--- src/rtl/psram_pwr_seq.sv ---
module psram_pwr_seq #(
  parameter int unsigned PU_LOW_CYC   = 5000,
  parameter int unsigned PU_HOLD_CYC  = 35000,
  parameter int unsigned PD_SETUP_CYC = 1,
  parameter int unsigned PD_MIN_CYC   = 7
) (
  input  logic clk,
  input  logic rst_n,
  input  logic ctrl_idle,
  input  logic pd_enter,
  input  logic pd_exit,
  output logic ce2,
  output logic ce1_hold,
  output logic ready
);

  localparam int unsigned M1   = (PU_LOW_CYC > PU_HOLD_CYC) ? PU_LOW_CYC : PU_HOLD_CYC;
  localparam int unsigned M2   = (PD_SETUP_CYC > PD_MIN_CYC) ? PD_SETUP_CYC : PD_MIN_CYC;
  localparam int unsigned MAXC = (M1 > M2) ? M1 : M2;
  localparam int unsigned CW   = $clog2(MAXC + 1);

  typedef enum logic [2:0] {S_PU_LOW, S_PU_HOLD, S_RUN, S_PD_SETUP, S_PD} st_t;

  st_t           st;
  logic [CW-1:0] cnt;
  logic          enter_pend, exit_pend;

  wire expired  = (cnt == '0);
  wire in_pd    = (st == S_PD_SETUP) || (st == S_PD);
  wire go_pd    = (st == S_RUN) && (enter_pend || pd_enter) && ctrl_idle;
  wire go_up    = (st == S_PD) && expired && (exit_pend || pd_exit);

  assign ce2      = (st == S_PU_HOLD) || (st == S_RUN) || (st == S_PD_SETUP);
  assign ready    = (st == S_RUN);
  assign ce1_hold = !ready;

  always_ff @(posedge clk or negedge rst_n) begin
    if (!rst_n) begin
      st  <= S_PU_LOW;
      cnt <= CW'(PU_LOW_CYC - 1);
    end else begin
      case (st)
        S_PU_LOW:
          if (expired) begin
            st  <= S_PU_HOLD;
            cnt <= CW'(PU_HOLD_CYC - 1);
          end else cnt <= cnt - CW'(1);
        S_PU_HOLD:
          if (expired) st <= S_RUN;
          else cnt <= cnt - CW'(1);
        S_RUN:
          if (go_pd) begin
            st  <= S_PD_SETUP;
            cnt <= CW'(PD_SETUP_CYC - 1);
          end
        S_PD_SETUP:
          if (expired) begin
            st  <= S_PD;
            cnt <= CW'(PD_MIN_CYC - 1);
          end else cnt <= cnt - CW'(1);
        S_PD:
          if (go_up) begin
            st  <= S_PU_HOLD;
            cnt <= CW'(PU_HOLD_CYC - 1);
          end else if (!expired) cnt <= cnt - CW'(1);
        default: st <= S_PU_LOW;
      endcase
    end
  end

  always_ff @(posedge clk or negedge rst_n) begin
    if (!rst_n) begin
      enter_pend <= 1'b0;
      exit_pend  <= 1'b0;
    end else begin
      enter_pend <= (go_pd || in_pd) ? 1'b0 : (enter_pend || pd_enter);
      exit_pend  <= (in_pd && !go_up) ? (exit_pend || pd_exit) : 1'b0;
    end
  end

endmodule

--- config.mk ---
export PLATFORM = sky130hd
export DESIGN_NAME = psram_pwr_seq
export DESIGN_NICKNAME = d
export VERILOG_FILES = /design/src/rtl/psram_pwr_seq.sv
export SDC_FILE = /design/constraint.sdc
export NUM_CORES = 1
export LEC_CHECK = 0
export ABC_AREA = 1
export BUFFER_PORTS_ARGS = -buffer_cell sky130_fd_sc_hd__buf_2
export CAP_MARGIN = 20
export CORE_AREA = 8 8 73 75
export DETAILED_ROUTE_END_ITERATION = 16
export DIE_AREA = 0 0 81 83
export PLACE_DENSITY = 0.57
export SYNTH_ARGS = -nofsm -noshare
export SYNTH_HDL_FRONTEND = slang
export SYNTH_SLANG_ARGS = --single-unit
export TNS_END_PERCENT = 100
--- constraint.sdc ---
create_clock -name clk -period 2.72 [get_ports clk]
set_input_delay 0.272 -clock clk [delete_from_list [all_inputs] [get_ports clk]]
set_output_delay 0.272 -clock clk [all_outputs]
set_load 0.05 [all_outputs]
* Word-level counts from Yosys, hierarchy flattened
Cells that the tools add are included.
** Word-level totals
- Flip-flop bits (word level) :: 21
- Logic and storage cells :: 46
- Input port bits :: 5
- Output and inout bits :: 3
** Operators by class
- Equal/unequal tests :: 9
- Add/sub/neg operators :: 1
- Mux-type cells :: 14
- Reduce and logical (&&, ||, !) cells :: 18
** Operator list (count)
- 16-bit 2-to-1 mux :: 5
- 16-bit one-hot mux with 5 select lines :: 1
- 16-bit logical NOT :: 1
- 16-bit by 1-bit subtractor with 16-bit output, second input constant :: 1
- 3-bit 2-to-1 mux :: 5
- 3-bit one-hot mux with 5 select lines :: 1
- 2-bit inequality test, second input constant :: 4
- 3-bit by 2-bit == test with 1-bit output, second input constant :: 2
- 1-bit logical OR :: 6
- 1-bit logical AND :: 5
- 5-bit AND reduction :: 1
- 5-bit nonzero test :: 1
- 3-bit by 1-bit == test with 1-bit output, second input constant :: 1
- 3-bit == test, second input constant :: 1
- 3-bit logical NOT :: 1
- 1-bit logical NOT :: 2
- 1-bit 2-to-1 mux :: 2
- 2-bit by 1-bit inequality test with 1-bit output, second input constant :: 1
- 2-bit AND reduction :: 1

* Logic depth before layout (Yosys ltp)
- Depth after elaboration :: 6
- Gate-level depth with buffers :: 11

* Worst setup path after synthesis
OpenSTA, ideal clock, no wires.
- Kind :: reg2reg
- Start point :: reg st[2]
- End point :: reg cnt[13]
- Arrival :: 1.672 ns
- Clock period less this slack :: 1.792 ns
- Cell stages (with the launch flop) :: 11
- Path buffers :: 0
- Path slack :: 0.928 ns
- Cells stage by stage :: dfrtp_1 > inv_1 > nand3_2 > inv_4 > nand2_8 > nand2_8 > inv_8 > nand2_4 > nor2_1 > o22ai_1 > nor2_2
** Between the ends
- Cells in the longest elaborated chain, start to end :: 5
** RTL lines
- start: declaration :: RTL line 24 : st_t st;
- start signal: assignment :: RTL line 39 : st <= S_PU_LOW;
- start signal: assignment :: RTL line 45 : st <= S_PU_HOLD;
- start signal: assignment :: RTL line 49 : if (expired) st <= S_RUN;
- 3-bit by 2-bit == test with 1-bit output (*)
- net ready :: RTL line 14 : output logic ready
- 1-bit logical AND (2 in series) :: RTL line 30 : wire go_pd = (st == S_RUN) && (enter_pend || pd_enter) && ctrl_idle;
- 2-bit by 1-bit inequality test with 1-bit output (no line)
- 2-bit AND reduction (no line)
- end signal: assignment :: RTL line 40 : cnt <= CW'(PU_LOW_CYC - 1);
- end signal: assignment :: RTL line 46 : cnt <= CW'(PU_HOLD_CYC - 1);
- end signal: assignment :: RTL line 47 : end else cnt <= cnt - CW'(1);
- end: declaration :: RTL line 25 : logic [CW-1:0] cnt;
The timed path passes the listed nets; every way through them passes the cells marked *.
A chain may end at the register's enable or synchronous reset.

* Final worst setup path
- Start point :: reg cnt[0]
- End point :: reg cnt[0]
** Between the ends
- Cells in the longest elaborated chain, start to end :: 5
** RTL lines
- branches (longest 4 deep; another with 16-bit by 1-bit subtractor with 16-bit output)
- 16-bit one-hot mux with 5 select lines (*) :: RTL line 42 : case (st)
Every way passes the cells marked *.

==> results.cfg <==
[synth]
yosysWarnings = 0
synth.distinct_cells = 36
synth_cells = 237
ys_seq_area_share_pct = 29.67
syn_area_um2 = 1800
ys_ff_latch = 21
synth_nets = 245
syn-mean-instance-area_um2 = 7.597

[pwr]
ir_drop_mv = 0.6109
p_leak_nw = 0.9773
cellPowerDensity_nw_per_um2 = 1476
p_total_w = 0.002858

[drt]
drt-vias-per-instance = 5.030
drc_errors = 0
dr.pass1.iters = 4
ant_nets = 0
wire_per_inst_um = 13.76
drt_iter0_drc = 85
routed-via-count = 1509
totalWireLength_mm = 4.129

[run]
cap_violations = 0

[timing]
skew_ps = 0.9942
finalSetupViolations = 0
slew_headroom_pct = 66.07
tightest_slew_ps = 509.0
fin_tns_setup_ps = 0
min_period_ps = 1953
hold_slack_ps = 175.6
fin_crit_sh_pct = 71.81
grt_setup_unrepaired = false
slew_viol_final = 0
max_freq_ghz = 0.5119
layout_setup_ws_ps = 766.7
finalHoldViolCount = 0

[worst_hold_path]
min_path_type = input pin to register

[clock_network]
h-tree-depth = 1
post-cts-setup-buffers = 0
cts.path.max_buffers = 2
insertion_delay_ps = 270
root_buffer = clkbuf_8
cts_made_buffers = 3
cts_tree = built
cts.reportedPaths.clkPinSlew_ps = 80
cts_resized = 0
cts_sinks = 21

[global_route]
grt_max_degree = 22
grt_usage_pct = 13.44
grt_pass1_vias = 1526
grt_antenna_before_repair = 0
grt_pass1_wl_mm = 7.320
grt-ovfl-total = 0

[run_status]
status = completed

[place]
gp_congestion = 0.8189
dp_slack_ps = 778.3
port_buffers = 7
place_hpwl_mm = 3.175
dp.cells = 295

[floorplan]
die_y_um = 83
dieWidth_um = 81
design.die.area_um2 = 6723
core.rowCount = 24
start_util_pct = 42.83
io-pin-count = 8
core_area_um2 = 4204

[critical_path]
worstSetupEndpointType = register
worstSetupPathType = register to register
timing.critical_path.from_type = register
crit_arrival_ps = 2150
cp.required_ps = 2920
crit_path_max_fanout = 5

[layout]
diodes = 0
layout-drive-gt1-share_pct = 26.21
multi_input_area_um2 = 1117
final-seq-area_um2 = 534.3
fin_cells = 300
nFillCells = 456
syn_to_final_growth_pct = 7.575
nets = 257
==> metal layers <==
layer  up-vias  GRT usage [%]  share of wire (%)
li1        781              -                  -
met1       710          18.33                 50
met2        11          20.58                 46
met3         7          1.940                2.0
met4         0          5.041                2.0
met5         -              0                  0
==> path summary, 6_finish.rpt <==
check                                       end                 from  cells past startpoint  slack [ps]
setup / recovery             cnt[0]$_DFFE_PN1P_   cnt[0]$_DFFE_PN1P_                      9         770
setup reg to reg             cnt[0]$_DFFE_PN1P_   cnt[0]$_DFFE_PN1P_                      9         770
hold reg to reg             cnt[12]$_DFFE_PN1P_  cnt[12]$_DFFE_PN1P_                      2         490
hold / removal             enter_pend$_DFF_PN0_            ctrl_idle                      2         180
min in group asynchronous     st[1]$_DFFE_PN0P_                rst_n                      2         500
max in group asynchronous    cnt[7]$_DFFE_PN1P_                rst_n                      2        1860
==> layout by cell type (no fill, tap or decap), drive strengths merged, types with 3 or more instances in the layout <==
cell type and count:
nand3 23, dfrtp 14, clkbuf 3, nand2 68
nand4 4, a21oi 13, buf 7, inv 31
dfstp 7, ha 3, o21ai 13, nor2 46
nand3b 3
==> flip-flops by register name, summed over array words and instances (netlist names) <==
register / count
exit_pend: 1
cnt: 16
st: 3
enter_pend: 1
==> Yosys cell counts (all sizes together) <==
cell / instances / area share [%]
xnor2: 2 / 0.97
inv: 31 / 7.2
nand2: 68 / 19
xor2: 2 / 0.97
o22ai: 2 / 0.69
buf: 1 / 1.1
dfstp: 7 / 10
nor3: 1 / 0.90
nor2: 46 / 13
a21oi: 13 / 5.1
nand4: 4 / 2.2
dfrtp: 14 / 19
nand3b: 3 / 1.9
o21bai: 1 / 0.42
o21ai: 13 / 4.2
o21a: 1 / 0.42
nand3: 23 / 8.5
a31oi: 2 / 0.69
ha: 3 / 2.1
==> logic make-up after synthesis <==
| group | synth area share, % |
|---|---|
| xor+xnor | 1.946 |
| compound gates | 11.54 |
| buf+inv | 8.269 |
| simple gates | 46.49 |
| flops | 29.67 |
| fa+ha+maj | 2.085 |
==> worst max-delay path: stages (launching register included) <==
cell and delay [ps]:
dfstp_2 390, inv_1 90, ha_1 270, nand3_4 160, nor3_4 230, nand2_1 140
ha_1 290, nor2_1 100, a21oi_1 50, a31oi_1 170
==> where the power goes <==
group          internal [W]  total (W)  switching [W]  leakage, nW
Combinational      0.000669    0.00201        0.00134        0.697
Sequential         0.000482   0.000630       0.000149        0.255
Clock              0.000103   0.000219       0.000116       0.0255
==> cell type report <==
cell class	instances	share of cell area (%)
clock inverter	1	0.2584
clock buffer	3	2.132
sequential	21	27.58
tap	52	3.359
timing repair buffer	8	2.326
inverter	31	6.654
multi-input combinational	184	57.69
==> what timing repair did <==
action / in CTS / in global routing
endpoints found under the setup margin: 0 / 0
hold buffers: 1 / 0
hold endpoints to repair: 14 / 0
==> metrics by stage <==
step	utilization [%]	area (um^2)
2_1_floorplan	-	1800
3_3_place_gp	44.73	1881
3_5_place_dp	44.73	1881
4_1_cts	46.07	1937
5_1_grt	46.07	1937
6_report	46.07	1937
Power figures use the tool's default switching activity.
